<file path="src/rtl/btb_pkg.sv">
package btb_pkg;
  typedef enum logic {
    LK_MISS = 1'b0,
    LK_HIT  = 1'b1
  } btb_hit_e;
endpackage

</file>
<file path="src/rtl/btb_addr_split.sv">
module btb_addr_split #(
  parameter int ADDR_W = 32,
  parameter int IDX_W  = 6,
  localparam int TAG_W = ADDR_W - 2 - IDX_W
) (
  input  logic [ADDR_W-1:0] pc,
  output logic [IDX_W-1:0]  idx,
  output logic [TAG_W-1:0]  tag
);
  logic unused_lo;
  assign unused_lo = ^pc[1:0];
  assign idx = pc[IDX_W+1:2];
  assign tag = pc[ADDR_W-1:IDX_W+2];
endmodule

</file>
<file path="src/rtl/btb_table.sv">
module btb_table #(
  parameter int ADDR_W = 32,
  parameter int IDX_W  = 6,
  parameter int TAG_W  = 24,
  localparam int ENTRIES = 1 << IDX_W
) (
  input  logic              clk,
  input  logic              rst_n,
  input  logic              wr_en,
  input  logic [IDX_W-1:0]  wr_idx,
  input  logic [TAG_W-1:0]  wr_tag,
  input  logic [ADDR_W-1:0] wr_tgt,
  input  logic [IDX_W-1:0]  rd_idx,
  output logic              rd_valid,
  output logic [TAG_W-1:0]  rd_tag,
  output logic [ADDR_W-1:0] rd_tgt
);
  logic [ENTRIES-1:0] valid_q;
  logic [TAG_W-1:0]   tag_mem [ENTRIES];
  logic [ADDR_W-1:0]  tgt_mem [ENTRIES];

  for (genvar e = 0; e < ENTRIES; e++) begin : g_slot
    logic sel;
    assign sel = wr_en && (wr_idx == IDX_W'(e));
    always_ff @(posedge clk) begin
      if (!rst_n) begin
        valid_q[e] <= 1'b0;
      end else if (sel) begin
        valid_q[e] <= 1'b1;
      end
    end
    always_ff @(posedge clk) begin
      if (sel) begin
        tag_mem[e] <= wr_tag;
        tgt_mem[e] <= wr_tgt;
      end
    end
  end

  assign rd_valid = valid_q[rd_idx];
  assign rd_tag   = tag_mem[rd_idx];
  assign rd_tgt   = tgt_mem[rd_idx];
endmodule

</file>
<file path="src/rtl/btb_lookup.sv">
module btb_lookup
  import btb_pkg::*;
#(
  parameter int ADDR_W = 32,
  parameter int TAG_W  = 24
) (
  input  logic [ADDR_W-1:0] pc,
  input  logic [TAG_W-1:0]  pc_tag,
  input  logic              rd_valid,
  input  logic [TAG_W-1:0]  rd_tag,
  input  logic [ADDR_W-1:0] rd_tgt,
  output logic [ADDR_W-1:0] next_pc
);
  localparam logic [ADDR_W-1:0] STEP = ADDR_W'(4);
  btb_hit_e hit;

  always_comb begin
    hit = (rd_valid && (rd_tag == pc_tag)) ? LK_HIT : LK_MISS;
    case (hit)
      LK_HIT:  next_pc = rd_tgt;
      default: next_pc = pc + STEP;
    endcase
  end
endmodule

</file>
<file path="src/rtl/btb_predictor.sv">
module btb_predictor #(
  parameter int ADDR_W = 32,
  parameter int IDX_W  = 6,
  localparam int TAG_W = ADDR_W - 2 - IDX_W
) (
  input  logic              clk,
  input  logic              rst_n,
  input  logic [ADDR_W-1:0] lk_pc,
  output logic [ADDR_W-1:0] lk_next_pc,
  input  logic              upd_valid,
  input  logic [ADDR_W-1:0] upd_pc,
  input  logic [ADDR_W-1:0] upd_next_pc,
  input  logic              upd_taken
);
  logic [IDX_W-1:0]  lk_idx, up_idx;
  logic [TAG_W-1:0]  lk_tag, up_tag;
  logic              rd_valid;
  logic [TAG_W-1:0]  rd_tag;
  logic [ADDR_W-1:0] rd_tgt;
  logic              wr_en;

  assign wr_en = upd_valid && upd_taken;

  btb_addr_split #(.ADDR_W(ADDR_W), .IDX_W(IDX_W)) u_split_lk (
    .pc(lk_pc), .idx(lk_idx), .tag(lk_tag)
  );

  btb_addr_split #(.ADDR_W(ADDR_W), .IDX_W(IDX_W)) u_split_up (
    .pc(upd_pc), .idx(up_idx), .tag(up_tag)
  );

  btb_table #(.ADDR_W(ADDR_W), .IDX_W(IDX_W), .TAG_W(TAG_W)) u_table (
    .clk(clk), .rst_n(rst_n),
    .wr_en(wr_en), .wr_idx(up_idx), .wr_tag(up_tag), .wr_tgt(upd_next_pc),
    .rd_idx(lk_idx), .rd_valid(rd_valid), .rd_tag(rd_tag), .rd_tgt(rd_tgt)
  );

  btb_lookup #(.ADDR_W(ADDR_W), .TAG_W(TAG_W)) u_lookup (
    .pc(lk_pc), .pc_tag(lk_tag), .rd_valid(rd_valid), .rd_tag(rd_tag),
    .rd_tgt(rd_tgt), .next_pc(lk_next_pc)
  );
endmodule

</file>
<file path="config.mk">
export PLATFORM = sky130hd
export DESIGN_NAME = btb_predictor
export DESIGN_NICKNAME = d
export VERILOG_FILES = /design/src/rtl/btb_pkg.sv /design/src/rtl/btb_addr_split.sv /design/src/rtl/btb_table.sv /design/src/rtl/btb_lookup.sv /design/src/rtl/btb_predictor.sv
export SDC_FILE = /design/constraint.sdc
export NUM_CORES = 2
export LEC_CHECK = 0
export BUFFER_PORTS_ARGS = -buffer_cell sky130_fd_sc_hd__buf_2
export CORE_MARGIN = 1
export CORE_UTILIZATION = 54
export CTS_CLUSTER_SIZE = 40
export DETAILED_ROUTE_END_ITERATION = 12
export PLACE_DENSITY = 0.69
export SLEW_MARGIN = 15
export SYNTH_ARGS = -nofsm -noshare
export SYNTH_HDL_FRONTEND = slang
export SYNTH_HIERARCHICAL = 1
export SYNTH_SLANG_ARGS = --single-unit
</file>
<file path="constraint.sdc">
create_clock -name clk -period 5.4 [get_ports clk]
set_input_delay 0.54 -clock clk [delete_from_list [all_inputs] [get_ports clk]]
set_output_delay 0.54 -clock clk [all_outputs]
set_load 0.02 [all_outputs]
</file>
==> flow_summary_export.csv <==
group,metric,value,unit
placement,place_area,146500,um2
placement,place_ws,-0.1156,ns
yosys,synth_seq_cells,3648,
sta,fin_worst_skew,0,ns
clock_network,cts_tree,"done",
critical_path,timing.rr.start,"u_table/valid_q[42]",
sta,slew_viol_final,0,
yosys,synth_area_leaders,"edfxtp_1 77%, mux4_2 14%, o22ai_1 1.3%",
clock_network,cts.path.max_buffers,4,
placement,placed_cells,9603,
critical_path,rrSetupSlack,4.76,ns
sta,fin_crit_sh,96.71,%
min_path,hold_end,"u_table/tag_mem[28][13]",
critical_path,crit_buf_inv,7,
min_path,hold_class,"in2reg",
grt,grt_max_degree,82,
placement,port_buffers,129,
yosys,syn_inst,6123,
outcome,status,"finished, final reports clean",
grt,antenna_found_initial,41,
detailed_routing,wl_per_cell,38.76,um
sta,fin_setup_tns,0,ns
yosys,ys_async_sr_fraction,0,%
power_and_ir_drop,p_leak,49.47,nW
clock_network,numCtsBuffers,369,
sta,setup_ws,0.1775,ns
critical_path,path_max_fanout,13,
grt,grt-ovfl-total,0,
clock_network,cts_sinks,3648,
floorplanning,initial_utilization,54.33,%
sta,setup_viol,0,
sta,slew_headroom,12.02,%
detailed_routing,drt_wl_total,398000,um
layout,area_growth,13.35,%
yosys,yosys_warnings,6,
floorplanning,ios,132,
placement,dp_hpwl,225300,um
critical_path,worst-endpoint-arrival,4.68,ns
sta,min_period,5.222,ns
power_and_ir_drop,power.density,370.7,nW/um2
critical_path,worstPathCellList,"buf_4 > nor2b_2 > nand2b_4 > buf_4 > o22ai_1 > nor4_2 > buf_4 > o21a_1 > xnor2_1 > nand4_1 > nor3_1 > buf_4 > nand4_4 > buf_12 > buf_4 > mux2_4 > buf_2",
flow_run,max_cap_violations,0,
yosys,ys.flop_type,"edfxtp_1",
critical_path,cpLargestDelayFamily,"simple AND/OR/NAND/NOR gates",
detailed_routing,drtIter0Drc,10860,
clock_network,clk_pin_slew,0.06,ns
layout,drive_above_1_share,29.98,%
min_path,whs_path_depth,1,
critical_path,critPathRequiredTime,4.86,ns
sta,rsz0062_at_grt,"no",
critical_path,slowest_delay,0.51,ns
layout,fin_cells,10270,
detailed_routing,avgViaCountPerCell,6.958,
critical_path,cpMostUsedCell,"buf_4",
clock_network,htree_levels,5,
floorplanning,chipWidth,510.2,um
floorplanning,dieHeight,510.2,um
power_and_ir_drop,vdd_drop_max,0.0004038,V
yosys,synth-edff-count,3584,
sta,whs,0.04345,ns
grt,grt_pass1_wl,547000,um
power_and_ir_drop,power,58.60,mW
critical_path,timing.rr.end,"u_table/valid_q[42]",
yosys,syn_nets,6224,
critical_path,r2r_cells,1,
detailed_routing,antenna_left,0,
floorplanning,fp-row-count,186,
grt,first_global_vias,70260,
placement,gp_congestion,0.8724,
layout,stdcell_area,158100,um2
yosys,synth_common_cells,"3584 x edfxtp_1, 872 x mux4_2, 297 x o22ai_1, 151 x buf_4, 140 x clkbuf_1",
grt,track_usage,30.82,%
critical_path,critPathKind,"in2out",
yosys,netlist-cell-type-count,59,
yosys,synth.most_common_cell,"edfxtp_1",
yosys,synthesis.area,139500,um2
detailed_routing,drc,0,
detailed_routing,vias,71450,
clock_network,insertion_delay,0.98,ns
floorplanning,die_area,260300,um2
layout,layout.nets,6697,
min_path,hp-start,"upd_pc[21]",
critical_path,end_kind,"output port",
yosys,yosys.area.top_type_share,77.17,%
yosys,synth.largest_area_cell,"edfxtp_1",
sta,tightest_slew,1.317,ns
sta,hold_viol_final,0,
yosys,avgSynthCellArea,22.78,um2
layout,final_core_util,61.59,%
clock_network,clockRootBuffer,"clkbuf_16",
critical_path,cp-start-kind,"input port",
yosys,synth_seq_area_share,78.09,%
detailed_routing,drtPass1Iterations,7,
floorplanning,core,256700,um2
sta,max_freq,191.5,MHz
critical_path,critPathSlowestCell,"nor4_2",
[registers in the layout, indices dropped and copies added (netlist names)]
signal	count
u_table/tgt_mem	2048
u_table/tag_mem	1536
u_table/valid_q	64
[power breakdown]
group	switching (mW)	internal, mW
Clock	10.4	14.0
Sequential	0.0252	31.2
Combinational	1.84	1.07
Total	12.3	46.3
[layer usage]
| layer | global-route usage [%] | vias to the layer above | share of wire, % |
|---|---|---|---|
| met3 | 6.699 | 903 | 12 |
| met4 | 14.69 | 14 | 5.3 |
| met1 | 41.66 | 38370 | 35 |
| met5 | 0 | - | 0.020 |
| li1 | - | 27190 | - |
| met2 | 48.28 | 4970 | 47 |
[logic make-up after synthesis]
| logic type | Yosys count | share of synthesized area (%) |
|---|---|---|
| xor+xnor | 50 | 0.3140 |
| flops | 3648 | 78.09 |
| mux | 1047 | 15.49 |
| fa+ha+maj | 1 | 0.008970 |
| buf+inv | 414 | 1.656 |
| simple gates | 311 | 1.252 |
| compound gates | 652 | 3.195 |
[final cells by class]
class	instances	area (um2)
diodes	16	40.04
inverters	9	33.78
flip-flops and latches	3648	108900
clock inverters	182	1583
fillers	17090	98610
multi-input cells	2061	28860
repair buffers	507	4637
clock buffers	461	9797
well taps	3384	4234
[repair_timing]
action	in CTS	in global routing
endpoints found under the setup margin	28	28
hold buffers	0	1
endpoints found under the hold margin	0	15
buffers inserted	0	2
resized for setup	2	1
pin swaps	0	0
[cell usage in the layout, fill, tap and decap left out, drive strengths merged, types with 24 or more instances in the layout]
master | netlist | layout
o22ai | 297 | 297
a22oi | 66 | 66
a211oi | 45 | 45
nor4 | 53 | 53
mux4 | 872 | 872
o21ai | 52 | 52
nand2 | 35 | 35
o21a | 105 | 105
clkinv | 1 | 142
o221ai | 54 | 54
mux2i | 94 | 94
xor2 | 26 | 26
buf | 264 | 506
dfxtp | 64 | 64
mux2 | 81 | 81
clkbuf | 141 | 461
nor2b | 36 | 36
bufinv | 0 | 26
edfxtp | 3584 | 3584
nand3 | 37 | 37
xnor2 | 24 | 24
nor2 | 80 | 80
[worst max-delay path by stage]
stage / cells past startpoint / startpoint / endpoint / slack [ns]
finish: 17 / lk_pc[5] / lk_next_pc[15] / 0.18
global route: 17 / lk_pc[2] / lk_next_pc[15] / 0.18
CTS: 15 / lk_pc[3] / lk_next_pc[22] / 0.02
detailed placement: 15 / lk_pc[3] / lk_next_pc[22] / -0.12
global placement: 15 / lk_pc[3] / lk_next_pc[22] / -0.17
floorplan: 5 / upd_valid / u_table/tag_mem[10][0] / 1.04
Power figures use the tool's default switching activity.
